`src/rtl/srx_pkg.sv`:
```
package srx_pkg;

  typedef enum logic [1:0] {
    FMT_I2S   = 2'd0,
    FMT_LEFT  = 2'd1,
    FMT_RIGHT = 2'd2,
    FMT_SPARE = 2'd3
  } fmt_e;

  // strobes from control to datapath, one per system clock
  typedef struct packed {
    logic restart;   // slot boundary: start a fresh word with the current bit
    logic shiftEn;   // shift the current bit into the word
    logic capLeft;   // finished slot was left: hold it
    logic emit;      // finished slot was right with a held left: publish frame
  } strobe_t;

endpackage

```
`src/rtl/srx_sync.sv`:
```
module srx_sync #(
  parameter int STAGES = 2,
  parameter int WIDTH  = 3
) (
  input  logic             clk,
  input  logic             rst,
  input  logic [WIDTH-1:0] d,
  output logic [WIDTH-1:0] q
);
  logic [WIDTH-1:0] stage [STAGES];

  for (genvar s = 0; s < STAGES; s++) begin : g_stage
    if (s == 0) begin : g_first
      always_ff @(posedge clk) begin
        if (rst) stage[0] <= '0;
        else     stage[0] <= d;
      end
    end else begin : g_next
      always_ff @(posedge clk) begin
        if (rst) stage[s] <= '0;
        else     stage[s] <= stage[s-1];
      end
    end
  end

  assign q = stage[STAGES-1];
endmodule

```
`src/rtl/srx_ctrl.sv`:
```
module srx_ctrl
  import srx_pkg::*;
#(
  parameter int SAMPLE_W = 24,
  parameter int SHORT_W  = 16
) (
  input  logic       clk,
  input  logic       rst,
  input  logic       bitLvl,
  input  logic       lrLvl,
  input  logic [1:0] fmtSel,
  input  logic       ratio64,
  output strobe_t    stb,
  output logic       wideQ
);
  localparam int CNT_W = $clog2(SAMPLE_W) + 2;

  fmt_e             fmtQ;
  logic             bitQ, lrPrev, wsPrev, primed, synced, leftHave;
  logic [CNT_W-1:0] bitCnt;

  logic             bitEvt, cfgChange, isI2s, isRight, wsNow, slotEdge;
  logic [CNT_W-1:0] wordBits;

  always_comb begin
    bitEvt    = bitLvl & ~bitQ;
    cfgChange = (fmtSel != fmtQ) || (ratio64 != wideQ);
    isI2s     = (fmtQ == FMT_I2S);
    isRight   = (fmtQ == FMT_RIGHT);
    // I2S: word select seen one bit late and inverted, so left is high
    wsNow     = isI2s ? ~lrPrev : lrLvl;
    slotEdge  = bitEvt && primed && (wsNow != wsPrev);
    wordBits  = wideQ ? CNT_W'(SAMPLE_W) : CNT_W'(SHORT_W);

    stb = '0;
    if (bitEvt && !cfgChange) begin
      if (slotEdge) begin
        stb.restart = 1'b1;
        stb.capLeft = synced && wsPrev;
        stb.emit    = synced && !wsPrev && leftHave;
      end else begin
        stb.shiftEn = isRight || (bitCnt < wordBits);
      end
    end
  end

  always_ff @(posedge clk) begin
    if (rst) begin
      bitQ     <= 1'b0;
      lrPrev   <= 1'b0;
      wsPrev   <= 1'b0;
      primed   <= 1'b0;
      synced   <= 1'b0;
      leftHave <= 1'b0;
      bitCnt   <= '0;
      fmtQ     <= FMT_I2S;
      wideQ    <= 1'b1;
    end else begin
      bitQ <= bitLvl;
      if (bitEvt) begin
        lrPrev <= lrLvl;
        wsPrev <= wsNow;
        primed <= 1'b1;
      end
      if (cfgChange) begin
        fmtQ     <= fmt_e'(fmtSel);
        wideQ    <= ratio64;
        primed   <= 1'b0;
        synced   <= 1'b0;
        leftHave <= 1'b0;
      end else if (slotEdge) begin
        synced   <= 1'b1;
        leftHave <= synced && wsPrev;
        bitCnt   <= CNT_W'(1);
      end else if (bitEvt && (bitCnt != '1)) begin
        bitCnt <= bitCnt + 1'b1;
      end
    end
  end
endmodule

```
`src/rtl/srx_dpath.sv`:
```
module srx_dpath
  import srx_pkg::*;
#(
  parameter int SAMPLE_W = 24,
  parameter int SHORT_W  = 16
) (
  input  logic                clk,
  input  logic                rst,
  input  logic                sdBit,
  input  logic                wideQ,
  input  strobe_t             stb,
  output logic [SAMPLE_W-1:0] leftOut,
  output logic [SAMPLE_W-1:0] rightOut,
  output logic                validOut
);
  localparam int PAD_W = SAMPLE_W - SHORT_W;

  logic [SAMPLE_W-1:0] shReg, leftHold, aligned;

  always_comb begin
    aligned = wideQ ? shReg : {shReg[SHORT_W-1:0], {PAD_W{1'b0}}};
  end

  always_ff @(posedge clk) begin
    if (rst) begin
      shReg    <= '0;
      leftHold <= '0;
      leftOut  <= '0;
      rightOut <= '0;
      validOut <= 1'b0;
    end else begin
      if (stb.restart)      shReg <= {{(SAMPLE_W-1){1'b0}}, sdBit};
      else if (stb.shiftEn) shReg <= {shReg[SAMPLE_W-2:0], sdBit};
      if (stb.capLeft) leftHold <= aligned;
      validOut <= stb.emit;
      if (stb.emit) begin
        leftOut  <= leftHold;
        rightOut <= aligned;
      end
    end
  end
endmodule

```
`src/rtl/serial_audio_rx.sv`:
```
module serial_audio_rx
  import srx_pkg::*;
#(
  parameter int SAMPLE_W    = 24,
  parameter int SHORT_W     = 16,
  parameter int SYNC_STAGES = 2
) (
  input  logic                clk,
  input  logic                rst,
  input  logic                bitClkIn,
  input  logic                lrClkIn,
  input  logic                serDataIn,
  input  logic [1:0]          fmtSel,
  input  logic                ratio64,
  output logic [SAMPLE_W-1:0] leftOut,
  output logic [SAMPLE_W-1:0] rightOut,
  output logic                validOut
);
  logic [2:0] linkSync;
  strobe_t    stb;
  logic       wideQ;

  srx_sync #(.STAGES(SYNC_STAGES), .WIDTH(3)) u_sync (
    .clk (clk),
    .rst (rst),
    .d   ({bitClkIn, lrClkIn, serDataIn}),
    .q   (linkSync)
  );

  srx_ctrl #(.SAMPLE_W(SAMPLE_W), .SHORT_W(SHORT_W)) u_ctrl (
    .clk     (clk),
    .rst     (rst),
    .bitLvl  (linkSync[2]),
    .lrLvl   (linkSync[1]),
    .fmtSel  (fmtSel),
    .ratio64 (ratio64),
    .stb     (stb),
    .wideQ   (wideQ)
  );

  srx_dpath #(.SAMPLE_W(SAMPLE_W), .SHORT_W(SHORT_W)) u_dpath (
    .clk      (clk),
    .rst      (rst),
    .sdBit    (linkSync[0]),
    .wideQ    (wideQ),
    .stb      (stb),
    .leftOut  (leftOut),
    .rightOut (rightOut),
    .validOut (validOut)
  );
endmodule

```
`config.mk`:
```
export PLATFORM = sky130hd
export DESIGN_NAME = serial_audio_rx
export DESIGN_NICKNAME = d
export VERILOG_FILES = /design/src/rtl/srx_pkg.sv /design/src/rtl/srx_sync.sv /design/src/rtl/srx_ctrl.sv /design/src/rtl/srx_dpath.sv /design/src/rtl/serial_audio_rx.sv
export SDC_FILE = /design/constraint.sdc
export NUM_CORES = 1
export LEC_CHECK = 0
export BUFFER_PORTS_ARGS = -buffer_cell sky130_fd_sc_hd__buf_4
export CAP_MARGIN = 10
export CORE_AREA = 2 2 146 77
export CTS_CLUSTER_SIZE = 30
export DETAILED_ROUTE_END_ITERATION = 10
export DIE_AREA = 0 0 148 79
export PLACE_DENSITY_LB_ADDON = 0.25
export SYNTH_ARGS = -nofsm -noshare
export SYNTH_HDL_FRONTEND = slang
export SYNTH_HIERARCHICAL = 1
export SYNTH_SLANG_ARGS = --single-unit
```
`constraint.sdc`:
```
create_clock -name clk -period 2.4 [get_ports clk]
set_input_delay 0.36 -clock clk [delete_from_list [all_inputs] [get_ports clk]]
set_output_delay 0.36 -clock clk [all_outputs]
set_load 0.1 [all_outputs]
```
==> run summary <==
PwrDens - 828 nW/um2
share of the cycle needed by the critical path after routing - 0.938
final number of max-transition violations - 0
sequential cell area fraction in the yosys report - 0.521
wire per inst - 15.2 um
actual transition at the worst max-transition pin - 797 ps
netlist area before placement - 4570 um2
TritonCTS clock tree - built
number of top-level pins - 57
Initial Util - 0.434
hold_sp - ratio64
post-synth net total - 466
DP HPWL - 6550 um
setup repair after global routing missed its margin - false
number of antenna violations at the first check in global routing - 0
area of the die - 11700 um2
Antenna diodes - 0
overall routed net length - 10100 um
Total Neg Setup Slack - 0 ps
synthesis-to-finish area growth - 24.4%
endpoint required time on the critical path - 2660 ps
hold-fix buffer count after cts - 0
FF+latch count, synth - 119
clk_lat worst skew - 400 ps
Worst Reg-to-Reg Cells - 7
number of core rows - 27
Syn Inst Count - 457
Hold Path Class - primary input to flip-flop
die width - 148 um
maximum number of pins on one net before global-route repair - 74
most instantiated flip-flop cell in the synthesis netlist - dfxtp_1
slack of the worst reg-to-reg path - 150 ps
global placement routability congestion - 0.895
Leakage Power - 2.08 nW
number of clock sinks - 119
Post-layout nets - 516
post-synthesis area per instance - 10.0 um2
number of optimization iterations in the first detailed-route pass - 4
final-report setup violation count - 0
Setup crit end kind - flip-flop
terminus of the critical flop-to-flop path - u_dpath/leftOut[7]
Max transition margin - 0.468
Via density - 5.14
DRC errors left - 0
total via count after detailed routing - 3405
Max Clk Rate - 0.444 GHz
final antenna-violating net count - 0
clock slew at reported path FFs - 50 ps
Placed Area - 5080 um2
fin crit period - 2250 ps
CP Max Fanout - 73
GR Util All Layers - 0.184
Worst Path Arrival - 2510 ps
depth of the CTS H-tree - 4
number of enable-type register cells in the synthesized netlist - 0
Max-Cap Viols - 0
drt first-iter violations - 189
Non-Filler Cell Area, Final - 5690 um2
WS Path Type - flip-flop to flip-flop
area of the core - 10500 um2
Hold Violations, Final - 0
reg2reg start - u_ctrl/fmtQ[1]
root buffer selected by CTS - clkbuf_16
Cells on Worst Hold Path - 2
maximum root-to-sink buffer count - 2
first-pass GRT wire length - 16800 um
number of library cell types mapped by synthesis - 45
hold path endpoint - u_ctrl/wideQ
VDD IR-drop max - 0.507 mV
GRT Residual Overflow - 0
share of final-layout standard cells stronger than drive strength 1 - 0.197
Setup Fix Bufs, Post-CTS - 0
status - complete, no violations
number of cells upsized or downsized after cts - 0
Yosys warning count - 6
IO Port Bufs - 56
Final Skew - 8.99 ps
kind of start point of the critical path - flip-flop
number of buffers created by CTS - 17
fraction of registers with async set/reset - 0
Die Height - 79 um
via count of the first global-routing pass - 3240
==> cell usage after synthesis (all sizes together) (2+ instances only) <==
cell / count / area [um2]
buf: 27 / 181
nor3: 3 / 15.0
nor2b: 11 / 68.8
xnor2: 3 / 26.3
a22oi: 2 / 15.0
nand3: 25 / 125
inv: 6 / 22.5
a21oi: 21 / 109
mux2i: 64 / 641
a211oi: 33 / 248
nor2: 84 / 315
o32ai: 3 / 41.3
dfxtp: 119 / 2380
or3: 3 / 23.8
o21a: 3 / 22.5
o21ai: 4 / 20.0
or2: 2 / 12.5
o211a: 2 / 20.0
clkbuf: 6 / 22.5
nand2b: 16 / 100
and3: 2 / 17.5
nand2: 5 / 18.8
a311oi: 2 / 17.5
o211ai: 3 / 36.3
==> cell type report <==
| type | count | area [um2] |
|---|---|---|
| Timing Repair Buffer | 64 | 518 |
| Clock buffer | 21 | 460 |
| Multi-Input combinational cell | 299 | 1970 |
| Inverter | 6 | 22.5 |
| Fill cell | 966 | 4850 |
| Tap cell | 145 | 181 |
| Sequential cell | 119 | 2380 |
| Clock inverter | 9 | 150 |
==> critical path, stage by stage, from the launching register on <==
cell and delay (ps):
dfxtp_1 340, or3_4 410, a21oi_2 250, o211ai_4 120, nor3_2 240, buf_12 330
mux2i_1 280, nor2_1 70
==> where the power goes <==
part / switching, mW / total, mW / internal, mW
registers: 0.00738 / 1.99 / 1.99
clock network: 0.843 / 2.62 / 1.77
logic: 0.0640 / 0.0991 / 0.0351
==> placed cells by master (no fill, tap or decap), types with 5 or more instances in the layout <==
| master | count |
|---|---|
| dfxtp_1 | 119 |
| nor2_1 | 84 |
| mux2i_1 | 64 |
| buf_4 | 61 |
| a211oi_1 | 33 |
| nand3_1 | 25 |
| a21oi_1 | 20 |
| clkbuf_16 | 17 |
| nand2b_1 | 16 |
| nor2b_1 | 11 |
| inv_1 | 5 |
| nand2_1 | 5 |
==> how the worst max path moves through the flow <==
stage                    from                  to  slack [ps]
2_1_floorplan  u_ctrl/fmtQ[1]   u_dpath/shReg[10]         320
6_report       u_ctrl/fmtQ[1]  u_dpath/leftOut[7]         150
5_1_grt        u_ctrl/fmtQ[1]    u_dpath/shReg[9]           3
4_1_cts        u_ctrl/fmtQ[1]    u_dpath/shReg[6]         170
3_3_place_gp   u_ctrl/fmtQ[1]   u_dpath/shReg[23]         280
3_5_place_dp   u_ctrl/fmtQ[1]    u_dpath/shReg[6]         200
==> through the flow <==
| stage | power, mW | cells | setup slack [ps] | hold WS (ps) | util |
|---|---|---|---|---|---|
| 2_1_floorplan | 2.11 | 457 | 320 | 414 | - |
| 3_3_place_gp | 2.13 | 633 | 277 | 422 | 0.482 |
| 3_5_place_dp | 2.13 | 633 | 195 | 428 | 0.482 |
| 4_1_cts | 4.75 | 663 | 165 | 152 | 0.540 |
| 5_1_grt | 4.85 | 663 | 2.57 | 169 | 0.540 |
| 6_report | 4.71 | 663 | 150 | 166 | 0.540 |
==> metal layers <==
layer	track usage	vias up	wire length [um]
li1	-	1710	-
met1	0.269	1619	5350
met2	0.259	74	4160
met3	0.0420	2	510
met4	0.0771	0	43
met5	0	-	0
==> state kept, by name, indices dropped and copies added, names as in the netlist, 2 cells and up <==
register and count:
u_dpath/shReg 24, u_ctrl/fmtQ 2, u_dpath/rightOut 24, u_dpath/leftOut 24
u_dpath/leftHold 24, u_ctrl/bitCnt 7, u_sync/stage 6
==> cells by family after synthesis <==
group                      after synthesis  synth area share
and+or+nand+nor                        155             0.159
DFF                                    119             0.521
AOI/OAI and AO/OA                       76             0.122
muxes                                   64             0.140
buffers and inverters                   39            0.0495
xor gates and xnor gates                 3           0.00575
adders and majority gates                1           0.00274
No activity file was read; power rests on OpenSTA's default activity.
